===== config.mk =====
export PLATFORM = sky130hd
export DESIGN_NAME = bpsk_frame_tx
export DESIGN_NICKNAME = d
export VERILOG_FILES = /design/src/rtl/bpsk_tx_pkg.sv /design/src/rtl/bpsk_wave_shaper.sv /design/src/rtl/bpsk_frame_ctrl.sv /design/src/rtl/bpsk_frame_tx.sv
export SDC_FILE = /design/constraint.sdc
export NUM_CORES = 1
export LEC_CHECK = 0
export ABC_AREA = 1
export BUFFER_PORTS_ARGS = -buffer_cell sky130_fd_sc_hd__clkbuf_2
export CAP_MARGIN = 20
export CORE_MARGIN = 5
export CORE_UTILIZATION = 40
export CTS_CLUSTER_DIAMETER = 150
export DETAILED_ROUTE_END_ITERATION = 8
export GPL_ROUTABILITY_DRIVEN = 1
export SYNTH_ARGS = -nofsm -noshare
export SYNTH_HDL_FRONTEND = slang
export SYNTH_SLANG_ARGS = --single-unit

===== constraint.sdc =====
create_clock -name clk -period 1.7 [get_ports clk]
set_input_delay 0.34 -clock clk [delete_from_list [all_inputs] [get_ports clk]]
set_output_delay 0.34 -clock clk [all_outputs]
set_load 0.01 [all_outputs]

===== src/rtl/bpsk_tx_pkg.sv =====
`timescale 1ns/1ps
package bpsk_tx_pkg;

    localparam int SAMPLES_PER_BIT = 8;
    localparam int PHASE_W         = $clog2(SAMPLES_PER_BIT);
    localparam int WAVE_W          = 8;
    localparam int ATTN_W          = 2;
    localparam logic [WAVE_W-1:0] WAVE_STEP = 8'h20;

    typedef enum logic [1:0] {
        ST_IDLE,
        ST_SYNC,
        ST_BITS,
        ST_TAIL
    } frame_state_e;

    typedef enum logic [1:0] {
        SEL_MID,
        SEL_SYNC,
        SEL_WAVE
    } out_sel_e;

    typedef struct packed {
        logic                polarity;
        logic [PHASE_W-1:0]  phase;
        logic [ATTN_W-1:0]   shift;
    } wave_req_t;

    // Symmetric ramp: rises for the first half of a bit, falls for the second.
    function automatic logic [WAVE_W-1:0] wave_lut(input logic [PHASE_W-1:0] k);
        logic [PHASE_W-1:0] fold;
        fold = k[PHASE_W-1] ? ~k : k;
        return WAVE_W'(fold) * WAVE_STEP;
    endfunction

endpackage


===== src/rtl/bpsk_wave_shaper.sv =====
`timescale 1ns/1ps
module bpsk_wave_shaper
    import bpsk_tx_pkg::*;
#(
    parameter int SAMP_W  = 10,
    parameter int MIDLINE = 256
) (
    input  wave_req_t          req,
    output logic [SAMP_W-1:0]  sample
);
    localparam logic [SAMP_W-1:0] MID = SAMP_W'(MIDLINE);

    logic [WAVE_W-1:0] raw;
    logic [WAVE_W-1:0] scaled;

    always_comb begin
        raw    = wave_lut(req.phase);
        scaled = WAVE_W'($signed(raw) >>> req.shift);
        sample = req.polarity ? (MID + SAMP_W'(scaled)) : (MID - SAMP_W'(scaled));
    end
endmodule


===== src/rtl/bpsk_frame_ctrl.sv =====
`timescale 1ns/1ps
module bpsk_frame_ctrl
    import bpsk_tx_pkg::*;
#(
    parameter int DATA_W = 8
) (
    input  logic               clk,
    input  logic               rst,
    input  logic               tick,
    input  logic               in_valid,
    input  logic [DATA_W-1:0]  in_data,
    input  logic [ATTN_W-1:0]  atten,
    output logic               in_ready,
    output logic               busy,
    output out_sel_e           sel,
    output wave_req_t          req
);
    localparam int FRAME_W = DATA_W + 1;
    localparam int CNT_W   = $clog2(FRAME_W);
    localparam logic [CNT_W-1:0]   LAST_BIT   = CNT_W'(FRAME_W - 1);
    localparam logic [PHASE_W-1:0] LAST_PHASE = PHASE_W'(SAMPLES_PER_BIT - 1);

    frame_state_e        state_q;
    logic [FRAME_W-1:0]  frame_q;
    logic [CNT_W-1:0]    bit_q;
    logic [PHASE_W-1:0]  phase_q;
    logic [ATTN_W-1:0]   shift_q;
    logic                accept;

    assign accept = in_valid && (state_q == ST_IDLE);

    always_ff @(posedge clk) begin
        if (rst) begin
            state_q <= ST_IDLE;
            frame_q <= '0;
            bit_q   <= '0;
            phase_q <= '0;
            shift_q <= '0;
        end else begin
            case (state_q)
                ST_IDLE: if (accept) begin
                    state_q <= ST_SYNC;
                    frame_q <= {^in_data, in_data};
                    shift_q <= atten;
                    bit_q   <= '0;
                    phase_q <= '0;
                end
                ST_SYNC: if (tick) state_q <= ST_BITS;
                ST_BITS: if (tick) begin
                    if (phase_q == LAST_PHASE) begin
                        phase_q <= '0;
                        frame_q <= {frame_q[FRAME_W-2:0], 1'b0};
                        if (bit_q == LAST_BIT) state_q <= ST_TAIL;
                        else                   bit_q   <= bit_q + 1'b1;
                    end else begin
                        phase_q <= phase_q + 1'b1;
                    end
                end
                ST_TAIL: if (tick) state_q <= ST_IDLE;
                default: state_q <= ST_IDLE;
            endcase
        end
    end

    always_comb begin
        case (state_q)
            ST_SYNC: sel = SEL_SYNC;
            ST_BITS: sel = SEL_WAVE;
            default: sel = SEL_MID;
        endcase
        req.polarity = frame_q[FRAME_W-1];
        req.phase    = phase_q;
        req.shift    = shift_q;
    end

    assign in_ready = (state_q == ST_IDLE);
    assign busy     = !in_ready;


    atten_hold_chk: assert property (@(posedge clk) disable iff (rst)
        (busy && $past(busy)) |-> $stable(shift_q));


    busy_start_chk: assert property (@(posedge clk) disable iff (rst)
        $rose(busy) |-> $past(in_valid));


    phase_hold_chk: assert property (@(posedge clk) disable iff (rst)
        (state_q == ST_BITS && !tick) |=> $stable(phase_q));
endmodule


===== src/rtl/bpsk_frame_tx.sv =====
`timescale 1ns/1ps
module bpsk_frame_tx
    import bpsk_tx_pkg::*;
#(
    parameter int SAMP_W  = 10,
    parameter int MIDLINE = 256,
    parameter int DATA_W  = 8
) (
    input  logic               clk,
    input  logic               rst,
    input  logic               tick,
    input  logic               in_valid,
    output logic               in_ready,
    input  logic [DATA_W-1:0]  in_data,
    input  logic [ATTN_W-1:0]  atten,
    output logic [SAMP_W-1:0]  dac_out,
    output logic               busy
);
    localparam logic [SAMP_W-1:0] MID = SAMP_W'(MIDLINE);

    out_sel_e            sel;
    wave_req_t           req;
    logic [SAMP_W-1:0]   wave_sample;
    logic [SAMP_W-1:0]   dac_q;

    bpsk_frame_ctrl #(.DATA_W(DATA_W)) u_ctrl (
        .clk      (clk),
        .rst      (rst),
        .tick     (tick),
        .in_valid (in_valid),
        .in_data  (in_data),
        .atten    (atten),
        .in_ready (in_ready),
        .busy     (busy),
        .sel      (sel),
        .req      (req)
    );

    bpsk_wave_shaper #(.SAMP_W(SAMP_W), .MIDLINE(MIDLINE)) u_shaper (
        .req    (req),
        .sample (wave_sample)
    );

    always_ff @(posedge clk) begin
        if (rst) begin
            dac_q <= MID;
        end else if (tick) begin
            case (sel)
                SEL_SYNC: dac_q <= '1;
                SEL_WAVE: dac_q <= wave_sample;
                default:  dac_q <= MID;
            endcase
        end
    end

    assign dac_out = dac_q;


    no_tick_hold_chk: assert property (@(posedge clk) disable iff (rst)
        !tick |=> $stable(dac_out));


    idle_mid_chk: assert property (@(posedge clk) disable iff (rst)
        !busy |-> (dac_out == MID));


    sync_full_chk: assert property (@(posedge clk) disable iff (rst)
        (tick && sel == SEL_SYNC) |=> (dac_out == '1));


    wave_side_chk: assert property (@(posedge clk) disable iff (rst)
        (tick && sel == SEL_WAVE) |=> (req.polarity ? (dac_out >= MID) : (dac_out <= MID)));


    accept_quiet_chk: assert property (@(posedge clk) disable iff (rst)
        (in_valid && in_ready) |=> (busy && !in_ready && dac_out == MID));
endmodule


==> summary.txt <==
STA
  – Clock Skew: ~0.0075 ns
  – Final hold violation count: 0
  – Final worst slack: ~0.13 ns
  – Slew Viols, Final: 0
  – Fin crit period: ~1.6 ns
  – Fmax: about 640 MHz
  – Worst hold margin: around 0.32 ns
  – Post-route clock period utilization: roughly 93%
  – Slew margin rel.: about four fifths
  – RSZ-0062 raised after global routing: yes
  – Worst-Margin Slew: slightly above 0.3 ns
  – Setup-failing EPs final: 0

Run status
  – Outcome: complete, no violations

Synthesis
  – Synth Area in XOR/XNOR: 3.743%
  – Area contributors post-synth: dfxtp_1, nand2_1, ha_1
  – Synth Area in Compound Gates: 19.10%
  – Synth Warn #: 0
  – Yosys top cell area share: 34.22%
  – Top cells by count, synth: nand2_1, dfxtp_1, inv_1, a21oi_1, o21ai_0
  – Yosys top cell by area: dfxtp_1
  – Gate Count Post-Synth: 227
  – Net count after synthesis: ~250
  – Register area share after synthesis: between 30% and 40%
  – Flops & latches, synth: 28
  – Post-synthesis adder-cell area fraction: 7.639%
  – Post-synth EDFFs: 0
  – Synth Flop Type: dfxtp_1
  – Mux cell area share after synthesis: 0%
  – Count of cell types in the netlist: 29
  – Post-Synth Simple-Gate Area: about 26%
  – Largest family of logic cells by synthesized area: simple AND/OR/NAND/NOR gates
  – Synthesized area: 0.001638 mm^2
  – Syn Area/Cell: approximately 7.2 um^2
  – Most common cell in the synthesized netlist: nand2_1
  – Post-synth ARST share: 0%

Drt
  – Drt first pass iters: 4
  – WL per Instance: between 10 and 15 um
  – DRT iter0 DRCs: 84
  – DRT antenna net count: 0
  – DR DRC count: 0
  – Vias: between 1500 and 2000
  – Vias per Instance: 4.984
  – WL final: ~3.7 mm

Worst setup path
  – Worst-path maximum fanout: 4
  – Critical path launch point type: flop
  – Critical path buffer and inverter count: 1
  – Critical path type: reg -> reg
  – Critical-path top delay cell: dfxtp_2
  – Critical Path Sink Type: flop
  – CP arrival: around 1.8 ns
  – CP Data Required Time: between 1.5 and 2 ns
  – Max incr delay on CP: about 0.38 ns
  – Critical-path cell list: inv_2 > nand2_1 > nand3_1 > and2_4 > nand2_4 > ha_4 > nand3_2 > nand2_2 > nand2_2 > nand3_1 > nand2_1 > nand2_1 > a21oi_2
  – Family with the most delay on the worst path: simple AND/OR/NAND/NOR gates
  – Most used cell, CP: nand2_1

Floorplanning
  – Full die area: ~0.0055 mm^2
  – # rows: 23
  – Core ar.: a little under 0.004 mm^2
  – IO Pins: 26
  – Die Ht: 73.99 um
  – Die width: 73.99 um
  – Initial core utilization: 41.24%

Finish
  – Final core utilization: approximately half
  – ANT cells: 0
  – Fillcell total: 393
  – Area of the multi-input gates: around 0.001 mm^2
  – Nets: roughly 290
  – Final instance area: just over 0.002 mm^2
  – Register Area: around 570 um^2
  – Layout area overhead: 26.05%
  – Share of layout cells above drive strength 1: 28.14%

Clock tree
  – CTS tree: built
  – Clock tree buffer depth: 2
  – Clock sink count: 28
  – Cts hold-fix bufs: 0
  – Clk_lat worst skew: approximately 0.28 ns
  – CTS Buf Count: 3
  – CTS root buf: clkbuf_8
  – CTS H-tree depth: 1
  – Worst-path clk slew: ~0.1 ns

Global route
  – Initial antenna violation count: 0
  – M1 GR Usage: roughly a fifth
  – GRT busiest layer: met2
  – M2 GR Usage: between 20% and 30%
  – Largest net degree at the start of global routing: 17
  – Total track usage: about 14%
  – First-pass GRT wire length: between 6 and 7 mm
  – Vias in the first global route: approximately 1500
  – Total grt overflow: 0
  – Global-route met3 utilization: roughly 2.2%

Placed design
  – Post-DP Area: ~0.0019 mm^2
  – Pre-CTS setup slack: 0.03732 ns
  – HPWL Detailed: around 2.8 mm
  – GP Congestion: between 0.7 and 0.8
  – Port bufs: 25

Pwr
  – Peak supply drop: just under 0.0009 V
  – Leak: a little over 0.9 nW
  – Power per Cell Area: about 1800 mW/mm^2

Worst hold path
  – Hold crit path type: in -> reg

Run
  – Max-cap violations: 0
-- per-layer routing --
layer	wire length, um	vias to the layer above
met5	0	-
met4	78	0
met3	118	8
met2	1874	22
met1	1667	704
li1	-	826
-- report_power, final --
part | total [mW] | internal, mW | switching [mW] | leakage, nW
Clock | 0.528 | 0.315 | 0.213 | 0.0357
Combinational | 2.22 | 0.966 | 1.25 | 0.654
Sequential | 0.986 | 0.855 | 0.131 | 0.232
Total | 3.73 | 2.14 | 1.60 | 0.921
-- kinds of logic after synthesis --
group                      count (synthesis)
xor gates and xnor gates                   7
DFF                                       28
AOI/OAI and AO/OA                         53
adders and majority gates                 10
and+or+nand+nor                           95
buffers and inverters                     34
-- worst min-delay path: cells and delay by family --
family | cells | cell delay (ns)
buffers and inverters | 1 | 0.09
and+or+nand+nor | 1 | 0.06
AOI/OAI and AO/OA | 1 | 0.07
-- area by class of cell --
| cell class | count | share of cell area (%) |
|---|---|---|
| multi-input cells | 165 | 48.61 |
| clock buffers | 3 | 2.000 |
| flip-flops and latches | 28 | 27.52 |
| well taps | 50 | 3.030 |
| clock inverters | 1 | 1.455 |
| repair buffers | 41 | 12.48 |
| inverters | 25 | 4.909 |
-- flip-flops by register name, indices dropped and copies added (netlist names) --
signal / count
dac_out: 8
u_ctrl.shift_q: 2
u_ctrl.state_q: 2
u_ctrl.bit_q: 4
u_ctrl.phase_q: 3
u_ctrl.frame_q: 9
-- final timing paths --
| kind | start | to | slack, ns | cells past startpoint |
|---|---|---|---|---|
| max | u_ctrl.phase_q[0] | dac_out[6] | 0.13 | 13 |
| min | in_data[3] | u_ctrl.frame_q[3] | 0.32 | 3 |
| max reg2reg | u_ctrl.phase_q[0] | dac_out[6] | 0.13 | 13 |
| min reg2reg | dac_out[3] | dac_out[3] | 0.47 | 2 |
-- per-stage QoR --
step           std cells  setup TNS, ns  power (mW)
2_1_floorplan        227              0       2.364
3_3_place_gp         307              0       2.988
3_5_place_dp         307              0       3.001
4_1_cts              311              0       3.545
5_1_grt              313       -0.07278       4.100
6_report             313              0       3.734
-- repair_timing --
item	4_1_cts	5_1_grt
buffers inserted	0	2
resized for setup	0	26
setup endpoints to repair	0	19
-- cell usage in the layout, fill, tap and decap left out, drive strengths merged --
cell type  Yosys  final
ha            10     10
nor3b          2      2
nand2         62     62
a31oi          7      7
o21ai         22     22
and2           1      1
o211ai         1      1
clkinv         1      1
a21oi         18     18
a211oi         4      4
nand4          2      2
nand3         13     13
buf            4     16
clkbuf         5     28
inv           24     24
nor2          10     10
nor3           5      5
xor2           1      1
o22ai          1      1
bufinv         0      1
xnor2          6      6
dfxtp         28     28
Power figures use the tool's default switching activity.
